--- src/rtl/nt_pkg.sv ---
package nt_pkg;

  // Two-input NAND used by every chain stage.
  function automatic logic nt_nand2(input logic a, input logic b);
    return ~(a & b);
  endfunction

  // Chain output level expected when every monitored pin is high.
  function automatic logic nt_all_high_level(input int n);
    return ((n % 2) == 0) ? 1'b1 : 1'b0;
  endfunction

endpackage

--- src/rtl/nt_edge_capture.sv ---
module nt_edge_capture (
  input  logic clk,
  input  logic rst_n,
  input  logic rel_i,
  input  logic req_i,
  output logic mode_o,
  output logic rel_rise_o
);

  logic rel_q;
  logic mode_q;

  always_ff @(posedge clk or negedge rst_n) begin
    if (!rst_n) rel_q <= 1'b0;
    else        rel_q <= rel_i;
  end

  assign rel_rise_o = rel_i & ~rel_q;

  always_ff @(posedge clk or negedge rst_n) begin
    if (!rst_n)          mode_q <= 1'b0;
    else if (rel_rise_o) mode_q <= req_i;
  end

  assign mode_o = mode_q;

  // a detected edge loads the sampled request
  assert_capture_R2: assert property (@(posedge clk) disable iff (!rst_n)
    rel_rise_o |=> (mode_o == $past(req_i)));

  // without an edge the flag holds
  assert_hold_R3: assert property (@(posedge clk) disable iff (!rst_n)
    !rel_rise_o |=> $stable(mode_o));

endmodule

--- src/rtl/nt_nand_chain.sv ---
module nt_nand_chain #(
  parameter int N_PINS = 8
) (
  input  logic [N_PINS-1:0] pins_i,
  output logic              tree_o
);
  import nt_pkg::*;

  localparam int LAST = N_PINS - 1;

  for (genvar g = 0; g < N_PINS; g++) begin : g_stage
    logic s;
    if (g == 0) begin : g_first
      assign s = nt_nand2(1'b1, pins_i[0]);
    end else begin : g_next
      assign s = nt_nand2(g_stage[g-1].s, pins_i[g]);
    end
  end

  assign tree_o = g_stage[LAST].s;

endmodule

--- src/rtl/nt_pin_mux.sv ---
module nt_pin_mux (
  input  logic mode_i,
  input  logic tree_i,
  input  logic addr_i,
  output logic pin_o,
  output logic dac_en_o
);

  always_comb begin
    if (mode_i) begin
      pin_o    = tree_i;
      dac_en_o = 1'b0;
    end else begin
      pin_o    = addr_i;
      dac_en_o = 1'b1;
    end
  end

endmodule

--- src/rtl/nand_tree_ctl.sv ---
module nand_tree_ctl #(
  parameter int N_PINS = 8
) (
  input  logic              clk,
  input  logic              rst_n,
  input  logic              rel_i,
  input  logic              test_req_i,
  input  logic [N_PINS-1:0] tree_pins_i,
  input  logic              addr_func_i,
  output logic              shared_pin_o,
  output logic              dac_en_o,
  output logic              test_mode_o
);
  import nt_pkg::*;

  logic mode_w;
  logic rel_rise_w;
  logic tree_w;

  nt_edge_capture u_cap (
    .clk        (clk),
    .rst_n      (rst_n),
    .rel_i      (rel_i),
    .req_i      (test_req_i),
    .mode_o     (mode_w),
    .rel_rise_o (rel_rise_w)
  );

  nt_nand_chain #(.N_PINS(N_PINS)) u_chain (
    .pins_i (tree_pins_i),
    .tree_o (tree_w)
  );

  nt_pin_mux u_mux (
    .mode_i   (mode_w),
    .tree_i   (tree_w),
    .addr_i   (addr_func_i),
    .pin_o    (shared_pin_o),
    .dac_en_o (dac_en_o)
  );

  assign test_mode_o = mode_w;

  // test mode routes the chain onto the shared pin
  assert_tree_route_R5: assert property (@(posedge clk) disable iff (!rst_n)
    test_mode_o |-> (shared_pin_o == tree_w));

  // test mode withdraws the converter enable
  assert_dac_off_R6: assert property (@(posedge clk) disable iff (!rst_n)
    test_mode_o |-> !dac_en_o);

  // normal mode keeps address function and converter
  assert_normal_R7: assert property (@(posedge clk) disable iff (!rst_n)
    !test_mode_o |-> (dac_en_o && shared_pin_o == addr_func_i));

  // all-high level of the chain
  assert_all_high_R8: assert property (@(posedge clk) disable iff (!rst_n)
    (&tree_pins_i) |-> (tree_w == nt_all_high_level(N_PINS)));

endmodule

--- config.mk ---
export PLATFORM = sky130hd
export DESIGN_NAME = nand_tree_ctl
export DESIGN_NICKNAME = d
export VERILOG_FILES = /design/src/rtl/nt_pkg.sv /design/src/rtl/nt_edge_capture.sv /design/src/rtl/nt_nand_chain.sv /design/src/rtl/nt_pin_mux.sv /design/src/rtl/nand_tree_ctl.sv
export SDC_FILE = /design/constraint.sdc
export NUM_CORES = 1
export LEC_CHECK = 0
export BUFFER_PORTS_ARGS = -buffer_cell sky130_fd_sc_hd__buf_2
export CAP_MARGIN = 20
export CORE_AREA = 2 2 39 41
export DETAILED_ROUTE_END_ITERATION = 8
export DIE_AREA = 0 0 41 43
export PLACE_DENSITY_LB_ADDON = 0.12
export SKIP_CTS_REPAIR_TIMING = 1
export SLEW_MARGIN = 25
export SYNTH_ARGS = -nofsm -noshare
export SYNTH_HDL_FRONTEND = slang
export SYNTH_SLANG_ARGS = --single-unit
export TNS_END_PERCENT = 50
--- constraint.sdc ---
create_clock -name clk -period 1.1 [get_ports clk]
set_input_delay 0.11 -clock clk [delete_from_list [all_inputs] [get_ports clk]]
set_output_delay 0.11 -clock clk [all_outputs]
set_load 0.01 [all_outputs]
After elaboration in Yosys (flattened, before gate mapping):

Cells that the tools add are included.
Widths: inputs -> output; s select.

* input bits: 13
* word-level logic and storage cells: 21
* output and inout port bits: 3
* flip-flop bits (word level): 2

* bitwise logic cells: 17
* mux-type cells: 2

Operators with widths (number)
* $not 1->1: 9
* $and 1x1->1: 8
* $mux 1: 2

Depth between registers and ports, before layout:

Gate-level depths: netlist (run 1).

* depth after elaboration: 16
* mapped depth: 3
* gate-level depth less buffers: 3

Modules after synthesis:

From an unflattened synthesis (run 1), not the netlist that was laid out.

* cells, all modules: 11
* area, all modules: 128.9 sq um

By module, submodules not included
* nt_edge_capture: sequential area each 50.0 sq um, area each 78.8 sq um, cells each 4, instances 1
* nt_nand_chain: sequential area each 0.0 sq um, area each 31.3 sq um, cells each 5, instances 1
* nt_pin_mux: sequential area each 0.0 sq um, area each 18.8 sq um, cells each 2, instances 1

Least setup slack after synthesis (run 1):

No wires, ideal clock.

* path kind: register to register
* start: reg u_cap.mode_o (netlist name)
* end: reg u_cap.mode_q, in the netlist u_cap.mode_o
* stages on the path, launching flop included: 4
* library setup time: 0.120 ns
* setup slack: 0.164 ns
* arrival time: 0.816 ns
* data required time: 0.980 ns
* path buffers: 0
* period minus slack after synthesis: 0.936 ns
* cells stage by stage: dfrtp_1 inv_1 a21oi_1 a31o_2

RTL lines
* to (signal assigned): RTL line nt_edge_capture.sv:22 `else if (rel_rise_o) mode_q <= req_i;`
* to (decl): RTL line nt_edge_capture.sv:11 `logic mode_q;`

Worst setup path after layout (run 1):

* start: reg u_cap.mode_q, in the netlist u_cap.mode_o
* end: out shared_pin_o

* word-level cells in the longest chain between the ends: 1

RTL lines
* $mux 1: RTL line nt_pin_mux.sv:10 `if (mode_i) begin`
* to (decl): RTL line nand_tree_ctl.sv:10 `output logic shared_pin_o,`

No other way between the ends.

==> results.cfg, run 1 <==
[place]
pre_cts_ws_ns = 0.145
portBuffers = 15
routabilityCongestion = 0.555
dp.cells = 44
dpl_cell_area_um2 = 214

[setup_path]
r2r_start = u_cap.mode_o$_DFFE_PN0P_
critPathCaptureType = output port
cp_max_fo = 4
worstSetupStartpointType = flip-flop
cp-startpoint = u_cap.mode_o$_DFFE_PN0P_
r2r_cells = 4
timing.rr.end = u_cap.mode_o$_DFFE_PN0P_
reg2reg_slack_ns = 0.15
worstPathRequired_ns = 0.99
crit_type = reg2out
cp.arrival_ns = 0.97
endpoint = shared_pin_o

[die]
die_h_um = 43
fp-row-count = 14
boundaryPins = 16
initial_core_util_pct = 8.59
dieArea_um2 = 1760
core_um2 = 1380
die_w_um = 41

[routing]
drc = 0
route.detailed.wl_per_inst_um = 7.80
vias_per_cell = 3.49
wirelength_um = 382
drtPass1Iterations = 4
vias = 171
drtAntennaViolNets = 0
dr.first_iter.drc_count = 1

[grt]
grt_max_degree = 5
gr-usage-all-layers_pct = 6.33
grt_pass1_vias = 186
antenna_found_initial = 0
grt.overflow.total = 0
grt_pass1_wl_um = 662

[power_and_ir_drop]
p_total_uw = 329
comb_power_share_pct = 26.6
sw_frac_of_total_pct = 24.1
p_clk_share_pct = 47.3
powerDensity_nw_per_um2 = 1280
p_leak_uw = 0.000138
vdd_drop_max_v = 0.000297
p_switching_uw = 79.5
p_seq_share_pct = 26.1
p_int_uw = 250

[min_path]
hold_class = in2reg

[finish]
n_antenna_cell = 0
final_layout_size_suffix_gt1_share_pct = 69.7
nets = 48
syn_to_final_growth_pct = 116
final_area_um2 = 256
n_fill_cell = 174
final_cells = 49
seqCellArea_um2 = 50.0
multi_input_area_um2 = 60.1

[timing]
fin_worst_skew_ns = 0.0000470
finalHoldViolCount = 0
holdWs_ns = 0.0245
period_share_pct = 97.7
fmax_ghz = 0.930
worstMarginPinSlew_ns = 0.127
fin_crit_ns = 1.08
setup_viol = 0
setup_slack_ns = 0.0249
finalMaxSlewViolations = 0
rsz0062_at_grt = true
relSlewSlack_pct = 91.5

[synth]
synth_cells = 13
ys_ff_latch = 2
synth.cell_area_um2 = 119
synth_cell_types = 8
synth_area_per_cell_um2 = 9.14
ys.warnings.count = 0
synth_seq_area_share_pct = 42.1
syn_nets = 26

[cts]
root_buffer = clkbuf_4
cts_sinks = 2
cts_buffers = 3
cts_max_path_buffers = 2
insertion_delay_ns = 0.22
clk_pin_slew_ns = 0.03
htreeDepth = 1
cts_tree = yes

[outcome]
status = finished clean

[job]
maxCapViolations = 0
==> worst min-delay path by stage <==
stage | start | slack, ns | cells after the start | to
2_1_floorplan | rst_n | -0.19 | 0 | u_cap.mode_o$_DFFE_PN0P_
3_3_place_gp | rst_n | -0.10 | 1 | u_cap.rel_q$_DFF_PN0_
3_5_place_dp | rst_n | -0.10 | 1 | u_cap.mode_o$_DFFE_PN0P_
4_1_cts | rst_n | -0.34 | 1 | u_cap.rel_q$_DFF_PN0_
5_1_grt | rel_i | 0.01 | 1 | u_cap.rel_q$_DFF_PN0_
6_report | rel_i | 0.02 | 1 | u_cap.rel_q$_DFF_PN0_
==> cells in the mapped netlist, drive strengths merged <==
library cell	number	area, um2
inv	3	11.3
nand2	3	11.3
dfrtp	2	50.1
a21oi	1	5.00
a31o	1	8.76
nor2b	1	6.26
o221a	1	11.3
o221ai	1	15.0
==> cell families (layout without fill, tap and decap cells) <==
| logic type | count (synthesis) | in the layout | synth area share [%] |
|---|---|---|---|
| flops | 2 | 2 | 42.1 |
| buf+inv | 3 | 23 | 9.47 |
| compound gates | 4 | 4 | 33.7 |
| simple gates | 4 | 4 | 14.7 |
==> critical path, cell delays in order, from the launching register on <==
cell and delay, ns:
dfrtp_1 0.39, inv_2 0.10, nand2_2 0.05, o221ai_2 0.04, buf_2 0.15
==> metrics by stage <==
stage                     util [%]  setup TNS, ns
after global placement        15.5              0
final                         18.5              0
after global routing          18.5        -0.0627
after CTS                     17.1        -0.0621
after detailed placement      15.5              0
after floorplan                  -              0
==> layer usage <==
layer	vias up	wire length, um	global-route usage (%)
met5	-	0	0
met4	0	0	10.0
met3	0	7	1.57
met2	1	276	10.3
met1	85	98	3.86
li1	85	-	-
==> registers in the layout, summed over array words and instances, names as in the netlist <==
name and cells:
u_cap.rel_q 1, u_cap.mode_o 1
==> layout by cell type, fill, tap and decap left out <==
cell	instances
dlygate4sd3_1	1
nand2_1	2
inv_2	1
o221ai_2	1
inv_1	2
a21oi_1	1
clkbuf_4	3
nand2_2	1
buf_4	1
nor2b_1	1
buf_2	15
o221a_1	1
a31o_2	1
dfrtp_1	2
==> power by group through the flow <==
stage	Combinational (uW)	Clock, uW	Sequential [uW]
2_1_floorplan	34.6	0	87.4
3_5_place_dp	78.0	0	86.8
4_1_cts	78.0	164	86.1
6_report	87.5	156	86.0
3_3_place_gp	76.6	0	86.0
5_1_grt	97.0	181	87.7
==> cell type report <==
cell class | instances | area share, %
flip-flops and latches | 2 | 19.5
multi-input cells | 8 | 23.4
well taps | 16 | 7.80
repair buffers | 17 | 36.1
clock buffers | 3 | 8.78
inverters | 3 | 4.39
No activity file was read; power rests on OpenSTA's default activity.
==> inputs of run 2 (changes only) <==
Settings changed: CTS_BUF_LIST set to sky130_fd_sc_hd__clkbuf_8, SYNTH_HIERARCHICAL set to 1.
==> run 2 against run 1 <==
The flow now finishes with violations (setup timing). Largest power group unchanged. Clock-buffer cell count did not move. Sequential power grew 5.0%. Fmax down 7.7%. Synthesized cell count decreased by 15%. Worst hold slack gained 0.0012 ns.
==> results.cfg, run 2 <==
[outcome]
status = finished, violations left
violations = setup timing

[synth]
ys.warnings.count = 6
synthSimpleGateAreaFrac_pct = 15.5
synthAdderAreaFrac_pct = 0
syn_nets = 24
synth_seq_area_share_pct = 38.8
synthFlopType = dfrtp_1
synth_top_area_cell = dfrtp_1
synth.cell_area_um2 = 129
synth_top_area_share_pct = 38.8
synth_compound_area_share_pct = 16.5
synth_area_per_cell_um2 = 11.7
muxShareOfSynthArea_pct = 23.3
synth.area.top_cells = dfrtp_1, mux2_4, nor2b_4
async_flop_share_pct = 100
synth_top_family_by_area = multiplexers
synth_cells = 11
synth_edf_count = 0
ys_top_cells_by_count = dfrtp_1, inv_1, mux2_4
synth_cell_types = 8
synth_xor_area_share_pct = 0
ys_ff_latch = 2

[die]
fp-row-count = 14
core_um2 = 1380
die_w_um = 41
die_h_um = 43
dieArea_um2 = 1760
boundaryPins = 16
initial_core_util_pct = 9.31

[grt]
grt.overflow.total = 0
antenna_found_initial = 0
grt_pass1_vias = 146
gr-usage-all-layers_pct = 4.92
grt_pass1_wl_um = 476
grt_max_degree = 5

[setup_path]
crit_type = reg2out
max_stage_delay_ns = 0.41
cp_max_fo = 4
critPathCaptureType = output port
cp_slowest_cell = dfrtp_1
worstPathRequired_ns = 0.99
cp.arrival_ns = 1.05
cp_cell_sequence = mux2_4, buf_6
worstSetupStartpointType = flip-flop

[timing]
finalHoldViolCount = 0
rsz0062_at_grt = true
finalSetupTns_ns = -0.0648
worstMarginPinSlew_ns = 0.176
setup_viol = 1
finalMaxSlewViolations = 0
relSlewSlack_pct = 88.1
fin_worst_skew_ns = 0.0000561
setup_slack_ns = -0.0648
fin_crit_ns = 1.16
fmax_ghz = 0.858
period_share_pct = 106

[min_path]
hold_class = in2reg

[cts]
cts_sinks = 2
insertion_delay_ns = 0.21
clk_pin_slew_ns = 0.03
htreeDepth = 1
cts_buffers = 3
root_buffer = clkbuf_8
cts_max_path_buffers = 2
cts_tree = yes

[routing]
vias = 154
dr.first_iter.drc_count = 0
drtPass1Iterations = 1
wirelength_um = 386
route.detailed.wl_per_inst_um = 8.21
vias_per_cell = 3.28
drc = 0
drtAntennaViolNets = 0

[finish]
final_layout_size_suffix_gt1_share_pct = 71.0
syn_to_final_growth_pct = 124
nets = 46
n_antenna_cell = 0
layout_common_cells = buf_2, clkbuf_8, mux2_4, dfrtp_1, inv_1
mostFrequentLayoutCell = buf_2

[place]
portBuffers = 15
routabilityCongestion = 0.568
pre_cts_ws_ns = 0.0358

[power_and_ir_drop]
p_leak_uw = 0.000156
vdd_drop_max_v = 0.000575
powerDensity_nw_per_um2 = 1630

[job]
maxCapViolations = 0
run 2: cell count changes in the layout (fill, tap and decap cells not counted), moves of 2 or more:
cell / delta
nand2_1: -2
clkbuf_8: +3
mux2_4: +2
clkbuf_4: -3
run 2: worst max-delay path, delay by kind of cell, from the launching register on:
family	cells	cell delay, ns
flip-flops	1	0.41
buffers and inverters	1	0.12
multiplexers	1	0.32
run 2: kinds of logic (layout without fill, tap and decap cells):
family	count (synthesis)	after routing
AOI/OAI and AO/OA	3	3
DFF	2	2
muxes	2	2
buffers and inverters	2	22
and+or+nand+nor	2	2
run 2: final timing paths:
kind | start | endpoint | slack (ns) | cells after the start
min in group asynchronous | rst_n | u_cap/mode_o$_DFFE_PN0P_ | 0.22 | 2
max in group asynchronous | rst_n | u_cap/rel_q$_DFF_PN0_ | 0.79 | 2
max | u_cap/mode_o$_DFFE_PN0P_ | shared_pin_o | -0.06 | 2
min reg2reg | u_cap/mode_o$_DFFE_PN0P_ | u_cap/mode_o$_DFFE_PN0P_ | 0.61 | 1
min | rel_i | u_cap/rel_q$_DFF_PN0_ | 0.03 | 1
max reg2reg | u_cap/rel_q$_DFF_PN0_ | u_cap/mode_o$_DFFE_PN0P_ | 0.19 | 2
run 2: area by class of cell:
class                   instances  area [um2]
inverters                       2        7.51
repair buffers                 17        98.8
flip-flops and latches          2        50.0
fillers                       149        1090
well taps                      16        20.0
clock buffers                   3        41.3
multi-input cells               7        71.3
run 2: report_power, final:
group	leakage, uW	switching [uW]	internal [uW]
Sequential	0.0000234	8.79	81.6
Clock	0.0000216	55.4	231
Combinational	0.000111	31.8	63.6
Total	0.000156	95.9	376
run 2: layer usage:
metal	routed length [um]	vias to the layer above	GRT usage [%]	part of all wire, %
met5	0	-	0	0
met4	0	0	8.00	0
met3	77	0	3.14	20
met2	150	16	5.94	39
met1	158	59	3.86	41
li1	-	79	-	-
run 2: per-stage QoR:
| stage | cells | utilization (%) | hold slack (ns) | area, um2 | total power, uW |
|---|---|---|---|---|---|
| after floorplan | 11 | - | -0.186 | 129 | 129 |
| after global placement | 42 | 16.2 | -0.102 | 224 | 169 |
| after detailed placement | 42 | 16.2 | -0.103 | 224 | 170 |
| after CTS | 45 | 19.2 | -0.325 | 265 | 468 |
| after global routing | 47 | 20.9 | 0.0363 | 289 | 492 |
| final | 47 | 20.9 | 0.0257 | 289 | 472 |
